**src/rtl/vid656_pkg.sv**
```systemverilog
package vid656_pkg;

  localparam logic [7:0] PRE_FF = 8'hFF;
  localparam logic [7:0] PRE_00 = 8'h00;

  typedef struct packed {
    logic f;
    logic v;
    logic h;
  } trs_t;

  typedef enum logic [1:0] {
    PH_CB = 2'd0,
    PH_Y0 = 2'd1,
    PH_CR = 2'd2,
    PH_Y1 = 2'd3
  } phase_e;

  function automatic logic [3:0] prot_bits(input logic f, input logic v, input logic h);
    return {v ^ h, f ^ h, f ^ v, f ^ v ^ h};
  endfunction

endpackage

```
**src/rtl/vid656_trs.sv**
```systemverilog
module vid656_trs
  import vid656_pkg::*;
(
  input  logic       clk,
  input  logic       rst_n,
  input  logic [7:0] byte_in,
  output logic       code_ok,
  output logic       code_bad,
  output logic       code_f,
  output logic       code_v,
  output logic       code_h
);

  logic [7:0] h0_q, h1_q, h2_q;
  logic       preamble;
  logic       prot_ok;
  trs_t       code;

  always_ff @(posedge clk or negedge rst_n) begin
    if (!rst_n) begin
      h0_q <= '0;
      h1_q <= '0;
      h2_q <= '0;
    end else begin
      h0_q <= byte_in;
      h1_q <= h0_q;
      h2_q <= h1_q;
    end
  end

  always_comb begin
    code     = '{f: byte_in[6], v: byte_in[5], h: byte_in[4]};
    preamble = (h2_q == PRE_FF) && (h1_q == PRE_00) && (h0_q == PRE_00);
    prot_ok  = byte_in[7] && (byte_in[3:0] == prot_bits(code.f, code.v, code.h));
    code_ok  = preamble && prot_ok;
    code_bad = preamble && !prot_ok;
    code_f   = code.f;
    code_v   = code.v;
    code_h   = code.h;
  end

endmodule

```
**src/rtl/vid656_line.sv**
```systemverilog
module vid656_line #(
  parameter int LW        = 10,
  parameter int LINES_625 = 288,
  parameter int LINES_525 = 243
) (
  input  logic          clk,
  input  logic          rst_n,
  input  logic          code_ok,
  input  logic          code_v,
  input  logic          code_h,
  input  logic          mode_625,
  input  logic [LW-1:0] vstart,
  input  logic [LW-1:0] vend,
  output logic [LW-1:0] line_q,
  output logic          vwin_q
);

  localparam logic [LW-1:0] LAST_625 = LW'(LINES_625 - 1);
  localparam logic [LW-1:0] LAST_525 = LW'(LINES_525 - 1);
  localparam logic [LW-1:0] LINE_SAT = '1;

  logic [LW-1:0] last_line, eff_end, line_n;
  logic          vwin_n;

  always_comb begin
    last_line = mode_625 ? LAST_625 : LAST_525;
    eff_end   = (vend > last_line) ? last_line : vend;
    line_n    = line_q;
    vwin_n    = vwin_q;
    if (code_v) begin
      line_n = '0;
    end else if (code_h && (line_q != LINE_SAT)) begin
      line_n = line_q + 1'b1;
    end
    if (code_h || code_v) begin
      vwin_n = 1'b0;
    end else begin
      vwin_n = (line_q >= vstart) && (line_q <= eff_end);
    end
  end

  always_ff @(posedge clk or negedge rst_n) begin
    if (!rst_n) begin
      line_q <= '0;
      vwin_q <= 1'b0;
    end else if (code_ok) begin
      line_q <= line_n;
      vwin_q <= vwin_n;
    end
  end

endmodule

```
**src/rtl/vid656_demux.sv**
```systemverilog
module vid656_demux
  import vid656_pkg::*;
#(
  parameter int ACT_PIX = 720
) (
  input  logic       clk,
  input  logic       rst_n,
  input  logic [7:0] byte_in,
  input  logic       code_ok,
  input  logic       code_v,
  input  logic       code_h,
  input  logic       win,
  output logic       act_q,
  output logic       emit,
  output logic       pv_q,
  output logic [7:0] y_o,
  output logic [7:0] cb_o,
  output logic [7:0] cr_o
);

  localparam int ABYTES = 2 * ACT_PIX;
  localparam int CW     = $clog2(ABYTES);
  localparam logic [CW-1:0] CNT_LAST = CW'(ABYTES - 1);

  logic [CW-1:0] cnt_q, cnt_n;
  logic          act_n;
  logic [7:0]    cb_q, cb_n, y0_q, y0_n, cr_q, cr_n;
  logic [7:0]    ey, ecr;
  phase_e        phase;

  always_comb begin
    act_n = act_q;
    cnt_n = cnt_q;
    cb_n  = cb_q;
    y0_n  = y0_q;
    cr_n  = cr_q;
    ey    = y0_q;
    ecr   = cr_q;
    emit  = 1'b0;
    phase = phase_e'(cnt_q[1:0]);
    if (code_ok) begin
      act_n = !code_h && !code_v;
      cnt_n = '0;
    end else if (act_q) begin
      cnt_n = cnt_q + 1'b1;
      if (cnt_q == CNT_LAST) act_n = 1'b0;
      unique case (phase)
        PH_CB: cb_n = byte_in;
        PH_Y0: y0_n = byte_in;
        PH_CR: begin
          cr_n = byte_in;
          ecr  = byte_in;
          emit = 1'b1;
        end
        PH_Y1: begin
          ey   = byte_in;
          emit = 1'b1;
        end
        default: ;
      endcase
    end
  end

  always_ff @(posedge clk or negedge rst_n) begin
    if (!rst_n) begin
      act_q <= 1'b0;
      cnt_q <= '0;
      cb_q  <= '0;
      y0_q  <= '0;
      cr_q  <= '0;
      pv_q  <= 1'b0;
    end else begin
      act_q <= act_n;
      cnt_q <= cnt_n;
      cb_q  <= cb_n;
      y0_q  <= y0_n;
      cr_q  <= cr_n;
      pv_q  <= emit && win;
    end
  end

  always_ff @(posedge clk or negedge rst_n) begin
    if (!rst_n) begin
      y_o  <= '0;
      cb_o <= '0;
      cr_o <= '0;
    end else if (emit) begin
      y_o  <= ey;
      cb_o <= cb_q;
      cr_o <= ecr;
    end
  end

endmodule

```
**src/rtl/vid656_tracker.sv**
```systemverilog
module vid656_tracker #(
  parameter int ACT_PIX   = 720,
  parameter int LINES_625 = 288,
  parameter int LINES_525 = 243,
  parameter int LW        = 10
) (
  input  logic          clk,
  input  logic          rst_n,
  input  logic [7:0]    vid_byte,
  input  logic          mode_625,
  input  logic          master,
  input  logic          field_in,
  input  logic [LW-1:0] vwin_start,
  input  logic [LW-1:0] vwin_end,
  output logic          field_out,
  output logic          field_oe,
  output logic          hact,
  output logic          vact,
  output logic          pix_valid,
  output logic [7:0]    pix_y,
  output logic [7:0]    pix_cb,
  output logic [7:0]    pix_cr,
  output logic          pix_field1,
  output logic          ccir_err
);

  logic          code_ok, code_bad, code_f, code_v, code_h;
  logic [LW-1:0] line_q;
  logic          emit;
  logic          f1_q, f1_n, tag_q, tag_n, err_q, err_n;

  vid656_trs trs_i (
    .clk      (clk),
    .rst_n    (rst_n),
    .byte_in  (vid_byte),
    .code_ok  (code_ok),
    .code_bad (code_bad),
    .code_f   (code_f),
    .code_v   (code_v),
    .code_h   (code_h)
  );

  vid656_line #(
    .LW        (LW),
    .LINES_625 (LINES_625),
    .LINES_525 (LINES_525)
  ) line_i (
    .clk      (clk),
    .rst_n    (rst_n),
    .code_ok  (code_ok),
    .code_v   (code_v),
    .code_h   (code_h),
    .mode_625 (mode_625),
    .vstart   (vwin_start),
    .vend     (vwin_end),
    .line_q   (line_q),
    .vwin_q   (vact)
  );

  vid656_demux #(
    .ACT_PIX (ACT_PIX)
  ) demux_i (
    .clk     (clk),
    .rst_n   (rst_n),
    .byte_in (vid_byte),
    .code_ok (code_ok),
    .code_v  (code_v),
    .code_h  (code_h),
    .win     (vact),
    .act_q   (hact),
    .emit    (emit),
    .pv_q    (pix_valid),
    .y_o     (pix_y),
    .cb_o    (pix_cb),
    .cr_o    (pix_cr)
  );

  always_comb begin
    f1_n  = code_ok ? !code_f : f1_q;
    tag_n = emit ? (master ? f1_q : field_in) : tag_q;
    err_n = err_q | code_bad;
  end

  always_ff @(posedge clk or negedge rst_n) begin
    if (!rst_n) begin
      f1_q  <= 1'b0;
      tag_q <= 1'b0;
      err_q <= 1'b0;
    end else begin
      f1_q  <= f1_n;
      tag_q <= tag_n;
      err_q <= err_n;
    end
  end

  assign field_out  = master & f1_q;
  assign field_oe   = master;
  assign pix_field1 = tag_q;
  assign ccir_err   = err_q;

endmodule

```
**config.mk**
```make
export PLATFORM = sky130hd
export DESIGN_NAME = vid656_tracker
export DESIGN_NICKNAME = d
export VERILOG_FILES = /design/src/rtl/vid656_pkg.sv /design/src/rtl/vid656_trs.sv /design/src/rtl/vid656_line.sv /design/src/rtl/vid656_demux.sv /design/src/rtl/vid656_tracker.sv
export SDC_FILE = /design/constraint.sdc
export NUM_CORES = 1
export LEC_CHECK = 0
export ABC_AREA = 1
export BUFFER_PORTS_ARGS = -buffer_cell sky130_fd_sc_hd__buf_2
export CORE_MARGIN = 5
export CORE_UTILIZATION = 40
export DETAILED_ROUTE_END_ITERATION = 7
export GPL_ROUTABILITY_DRIVEN = 1
export SLEW_MARGIN = 20
export SYNTH_ARGS = -nofsm -noshare
export SYNTH_HDL_FRONTEND = slang
export SYNTH_SLANG_ARGS = --single-unit
```
**constraint.sdc**
```tcl
create_clock -name clk -period 3.2 [get_ports clk]
set_input_delay 0.32 -clock clk [delete_from_list [all_inputs] [get_ports clk]]
set_output_delay 0.32 -clock clk [all_outputs]
set_load 0.05 [all_outputs]
```
==> flow_metrics.tcl, run 1 <==
set metrics [dict create \
    p_int_uw 2230 \
    ioPinCount 64 \
    clk_pin_slew_ns 0.07 \
    root_buffer "clkbuf_16" \
    synth-seq-cells 99 \
    synth_top_cells_by_count "282 x nand2_1, 99 x dfrtp_1, 73 x inv_1, 56 x nor2_1, 41 x nand4_1" \
    fmax_mhz 387 \
    rows 43 \
    wire_per_inst_um 13.2 \
    grt_pass1_vias 4535 \
    combPwrFrac 0.264 \
    core_mm2 0.0138 \
    area_delta_synth_final_pct 13.4 \
    diodes 0 \
    nNetsFinal 860 \
    grt_max_degree 58 \
    finalHoldViolations 0 \
    crit_top_cell "nand2_1" \
    port_buffers 63 \
    dr.pass1.iters 5 \
    synthTopCellsByArea "dfrtp_1 44%, nand2_1 19%, ha_1 7.4%" \
    antenna_found_initial 0 \
    worstHoldPathType "in -> async" \
    tightest_slew_ns 0.707 \
    wl_um 12900 \
    use_met1 0.216 \
    power_switching_uw 1270 \
    num-fill-cells 1411 \
    viasPerCell 4.90 \
    grt_pass1_wl_um 21500 \
    top_usage_layer "met2" \
    critPathMaxStageDelay_ns 0.30 \
    synth-edff-count 0 \
    grt_usage 0.160 \
    min_period_over_period 0.808 \
    drc_errors 0 \
    vias 4799 \
    synthFlopType "dfrtp_1" \
    gr-usage-met2 0.268 \
    pwr-share-clk 0.295 \
    fp.dieArea_mm2 0.0164 \
    die_h_um 128 \
    antenna_left 0 \
    clk_latency_ns 0.34 \
    synth.avg_cell_area_um2 7.56 \
    cp-start-kind "input port" \
    skew_ns 0.00599 \
    layout-drive-gt1-share 0.130 \
    total_power_uw 3490 \
    hpwlAfterDp_um 9380 \
    synthArstFlopShare 1.00 \
    arrival_ns 2.81 \
    cts_buffers 9 \
    critical_path.slowest_cell "nor3_1" \
    p_per_area_mw_per_mm2 550 \
    yosysSeqAreaShare 0.443 \
    yosys_warnings 0 \
    syn_area_mm2 0.00559 \
    status "complete, no violations" \
    slew_headroom 0.528 \
    initial_utilization 0.406 \
    timing.hold.ws_ns 0.0327 \
    critPathKind "in -> reg" \
    p_leak_uw 0.00343 \
    timing.final.crit_period_ns 2.59 \
    reg_top3 "demux_i.cnt_q: 11 flops, line_i.line_q: 10 flops" \
    synth_cell_type_count 34 \
    syn_nets 806 \
    largest_register_ff_count 11 \
    clockBufferDepth 2 \
    clock-sinks 99 \
    cp.required_ns 3.42 \
    maxSlewViolCount 0 \
    top_register "demux_i.cnt_q" \
    die_x_um 128 \
    ir_drop_uv 292 \
    cp-end-kind "flop" \
    gr-total-overflow 0 \
    yosysMostFrequentCell "nand2_1" \
    cts_hold_buf 0 \
    crit_chain "buf_2, inv_1, ha_1, inv_1, nor3_1, nand3_1, o211ai_1, nand2_1, nand2_1, nand2_1, ha_1, nand2_1, nor2_1, nand3_1, nand3_1, nand2_1, nand3_1, o21ai_1" \
    yosys.area.top_type "dfrtp_1" \
    cap_violations 0 \
    fin_cells 979 \
    place.gp.congestion 0.901 \
    rsz0062_at_grt "no" \
    setup_viol 0 \
    cp_max_fo 8 \
    cts.repair.resized 0 \
    cts_tree "built" \
    place_inst 963 \
    finalSetupTns_ns 0 \
    p_seq_frac 0.440 \
    grt_use_met3 0.0263 \
    post-cts-setup-buffers 0 \
    h-tree-depth 3 \
    p_sw_frac 0.362 \
    syn_inst 740 \
    drtIter0Drc 225 \
    netlist.area_leader.share 0.443 \
]
## power by group through the flow
stage	Sequential [uW]	Clock [uW]	Combinational [uW]
global placement	1550	0	902
floorplan	1730	0	495
CTS	1540	1060	933
detailed placement	1560	0	925
finish	1540	1030	922
global route	1560	1110	1040
## path summary, 6_finish.rpt
check / from / end / slack [ns] / cells after the start
worst min-delay path: rst_n / trs_i.h0_q[2]$_DFF_PN0_ / 0.03 / 1
min in group clk: vid_byte[7] / trs_i.h0_q[7]$_DFF_PN0_ / 0.21 / 1
worst max-delay path: mode_625 / line_i.vwin_q$_DFFE_PN0P_ / 0.61 / 18
worst min register to register: trs_i.h1_q[1]$_DFF_PN0_ / trs_i.h2_q[1]$_DFF_PN0_ / 0.38 / 0
max in group asynchronous: rst_n / trs_i.h2_q[3]$_DFF_PN0_ / 2.35 / 2
worst max register to register: demux_i.cnt_q[0]$_DFFE_PN0P_ / demux_i.cb_o[4]$_DFFE_PN0P_ / 1.21 / 8
## per-layer routing
layer	share of wire	vias up
met2	0.48	107
met4	0.010	0
li1	-	2468
met5	0	-
met1	0.46	2212
met3	0.048	12
## logic make-up after synthesis
logic type,count (synthesis),synth area share
and+or+nand+nor,430,0.328
DFF,99,0.443
AOI/OAI and AO/OA,62,0.0611
other,1,0.000670
xor gates and xnor gates,10,0.0157
adders and majority gates,33,0.0738
buffers and inverters,105,0.0783
## cell usage in the layout (no fill, tap or decap), types with 2 or more instances in the layout
cell type,synthesis,routed
nor2_1,56,56
nor3_1,10,10
buf_4,5,8
nand4_1,41,41
buf_2,8,62
a21o_1,2,2
o21ai_2,5,5
inv_2,4,4
nand3_1,26,26
nor2_4,2,2
nand2_1,282,282
nor4_1,3,3
clkinv_4,0,4
o21bai_1,2,2
a21oi_1,12,12
xnor2_1,3,3
ha_1,33,33
nor3b_1,2,2
clkbuf_16,0,9
o21ai_1,2,2
inv_6,0,2
dfrtp_1,99,99
o21ai_0,38,38
nor2_2,2,2
inv_1,73,73
xor2_1,7,7
## worst max-delay path, delay by kind of cell
kind | cells | cell delay (ns)
simple gates | 11 | 1.29
fa+ha+maj | 2 | 0.57
buf+inv | 3 | 0.30
compound gates | 2 | 0.31
## through the flow
stage	area, um2	utilization	worst slack, ns
3_5_place_dp	6060	0.440	0.258
2_1_floorplan	5590	-	0.754
3_3_place_gp	6060	0.440	0.411
4_1_cts	6340	0.461	0.624
5_1_grt	6340	0.461	0.333
6_report	6340	0.461	0.615
## final cells by class
class | instances | area, um2 | area share
Timing Repair Buffer | 71 | 390 | 0.0615
Sequential cell | 99 | 2480 | 0.390
Multi-Input combinational cell | 536 | 2680 | 0.422
Clock buffer | 9 | 225 | 0.0355
Tap cell | 180 | 225 | 0.0355
Inverter | 77 | 289 | 0.0456
Clock inverter | 7 | 60.1 | 0.00947
Note: power is estimated with default switching activity, not from simulation.
==> run 2, diff against run 1 <==
clock period = 2.55 ns   (was 3.2 ns; I/O delays follow)
==> run 2 against run 1 <==
  * Setup slack got worse by 0.42 ns
  * Critical path depth increased by 2
  * Cell count increased by 1.0%
==> flow_metrics.tcl, run 2 (synthesis gave the netlist of run 1 again) <==
set metrics [dict create \
    p_sw_frac 0.352 \
    die_h_um 128 \
    critical_path.slowest_cell "o211ai_1" \
    rows 43 \
    total_power_uw 4380 \
    timing.hold.ws_ns 0.123 \
    ioPinCount 64 \
    critPathKind "in -> reg" \
    area_delta_synth_final_pct 15.6 \
    cts_tree "built" \
    gr-total-overflow 0 \
    finalSetupTns_ns 0 \
    viasPerCell 4.90 \
    drc_errors 0 \
    pwr-share-clk 0.290 \
    dr.pass1.iters 4 \
    vias 4850 \
    worstHoldPathType "in -> reg" \
    layout-drive-gt1-share 0.151 \
    status "complete, no violations" \
    cp-end-kind "flop" \
    antenna_left 0 \
    r2r.worst_path.cells 9 \
    initial_utilization 0.406 \
    rr_startpoint "line_i.line_q[1]$_DFFE_PN0P_" \
    slew_headroom 0.652 \
    grt_pass1_vias 4688 \
    cp.required_ns 2.82 \
    h-tree-depth 3 \
    grt_pass1_wl_um 22100 \
    hold_end "trs_i.h0_q[2]$_DFF_PN0_" \
    root_buffer "clkbuf_16" \
    cts_buffers 9 \
    clk_latency_ns 0.35 \
    drtIter0Drc 284 \
    hpwlAfterDp_um 9360 \
    arrival_ns 2.63 \
    fp.dieArea_mm2 0.0164 \
    timing.final.crit_period_ns 2.36 \
    crit_family "simple AND/OR/NAND/NOR gates" \
    cp-start-kind "input port" \
    min_period_over_period 0.924 \
    core_mm2 0.0138 \
    finalHoldViolations 0 \
    die_x_um 128 \
    holdPathStages 1 \
    skew_ns 0.00888 \
    cap_violations 0 \
    wl_um 12800 \
    crit_buf_inv 5 \
    clockBufferDepth 2 \
    r2r_setup_slack_ns 0.59 \
    p_int_uw 2840 \
    num-fill-cells 1400 \
    cp_max_fo 8 \
    fin_ws_ns 0.193 \
    crit_chain "buf_2, inv_1, ha_1, inv_1, nor3_2, nand3_1, o211ai_1, nand2_2, inv_1, nor2_1, ha_1, nand2_2, inv_1, nand2_1, nand2_1, nand2_1, nand3_1, nand2_1, nand3_1, o21ai_1" \
    p_seq_frac 0.438 \
    diodes 0 \
    nNetsFinal 870 \
    p_per_area_mw_per_mm2 678 \
    ir_drop_uv 441 \
    port_buffers 63 \
    clock-sinks 99 \
    largest_register_ff_count 11 \
    p_leak_uw 0.00347 \
    post-place-ws_ns -0.313 \
    place.gp.congestion 0.893 \
    final_core_util 0.470 \
    wire_per_inst_um 13.0 \
    combPwrFrac 0.271 \
    r2r_end "line_i.line_q[0]$_DFFE_PN0P_" \
    final_common_cell "nand2_1" \
    layout_common_cells "280 x nand2_1, 99 x dfrtp_1, 73 x inv_1, 62 x buf_2, 53 x nor2_1" \
    grt_max_degree 58 \
    antenna_found_initial 0 \
    reg_top3 "demux_i.cnt_q: 11 flops, line_i.line_q: 10 flops" \
    fmax_mhz 424 \
    setup_viol 0 \
    maxSlewViolCount 0 \
    critPathMaxStageDelay_ns 0.30 \
    tightest_slew_ns 0.522 \
    grt_usage 0.166 \
    hp-start "vid_byte[2]" \
    power_switching_uw 1540 \
    clk_pin_slew_ns 0.07 \
    top_register "demux_i.cnt_q" \
]
run 2: cell count changes in the layout (fill, tap and decap cells not counted), moves of 2 or more:
cell | before | now
a21oi_1 | 12 | 10
buf_4 | 8 | 17
clkinv_4 | 4 | 1
nand2_1 | 282 | 280
ha_1 | 33 | 31
a21oi_2 | 0 | 2
nor2_2 | 2 | 5
nand2_2 | 0 | 2
ha_4 | 0 | 2
nor2_1 | 56 | 53
run 2: worst max-delay path by stage:
stage             start                   endpoint  slack, ns  cells after the start
2_1_floorplan  mode_625  line_i.vwin_q$_DFFE_PN0P_       0.17                     17
3_3_place_gp   mode_625  line_i.vwin_q$_DFFE_PN0P_      -0.14                     18
3_5_place_dp   mode_625  line_i.vwin_q$_DFFE_PN0P_      -0.31                     18
4_1_cts        mode_625  line_i.vwin_q$_DFFE_PN0P_       0.05                     18
5_1_grt        mode_625  line_i.vwin_q$_DFFE_PN0P_      -0.02                     20
6_report       mode_625  line_i.vwin_q$_DFFE_PN0P_       0.19                     20
run 2: per-stage QoR:
stage	cell area, um2	cells
2_1_floorplan	5590	740
3_3_place_gp	6130	972
3_5_place_dp	6130	972
4_1_cts	6420	989
5_1_grt	6470	989
6_report	6470	989
run 2: metal layers:
metal | wire length, um | vias up | track usage
met5 | 0 | - | 0
met4 | 191 | 0 | 0.0449
met3 | 510 | 13 | 0.0475
met2 | 6040 | 88 | 0.270
met1 | 6090 | 2254 | 0.218
li1 | - | 2495 | -
run 2: cell type report:
| cell class | instances | area [um2] | area share |
|---|---|---|---|
| well taps | 180 | 225 | 0.0348 |
| clock inverters | 5 | 37.5 | 0.00580 |
| inverters | 77 | 289 | 0.0447 |
| clock buffers | 11 | 243 | 0.0375 |
| repair buffers | 81 | 468 | 0.0724 |
| flip-flops and latches | 99 | 2480 | 0.383 |
| multi-input cells | 536 | 2730 | 0.422 |
run 2: what timing repair did:
| action | CTS | global route |
|---|---|---|
| endpoints found under the hold margin | 33 | 0 |
| endpoints found under the setup margin | 0 | 1 |
| resized for setup | 0 | 10 |
| buffers inserted | 0 | 0 |
| hold buffers | 1 | 0 |
run 2: power groups by stage:
stage	clock network (uW)	registers, uW	logic (uW)
2_1_floorplan	0	2170	621
6_report	1270	1920	1190
5_1_grt	1390	1950	1360
3_5_place_dp	0	1950	1190
4_1_cts	1320	1920	1190
3_3_place_gp	0	1940	1160
run 2: worst reg2reg max path: stages (launching register included):
cell and delay, ns:
dfrtp_1 0.46, ha_1 0.23, nand3_1 0.15, nor2_1 0.19, nand2_1 0.07, a21oi_1 0.20, inv_1 0.06, nand2_1 0.33
nand2_1 0.12, o21ai_2 0.07
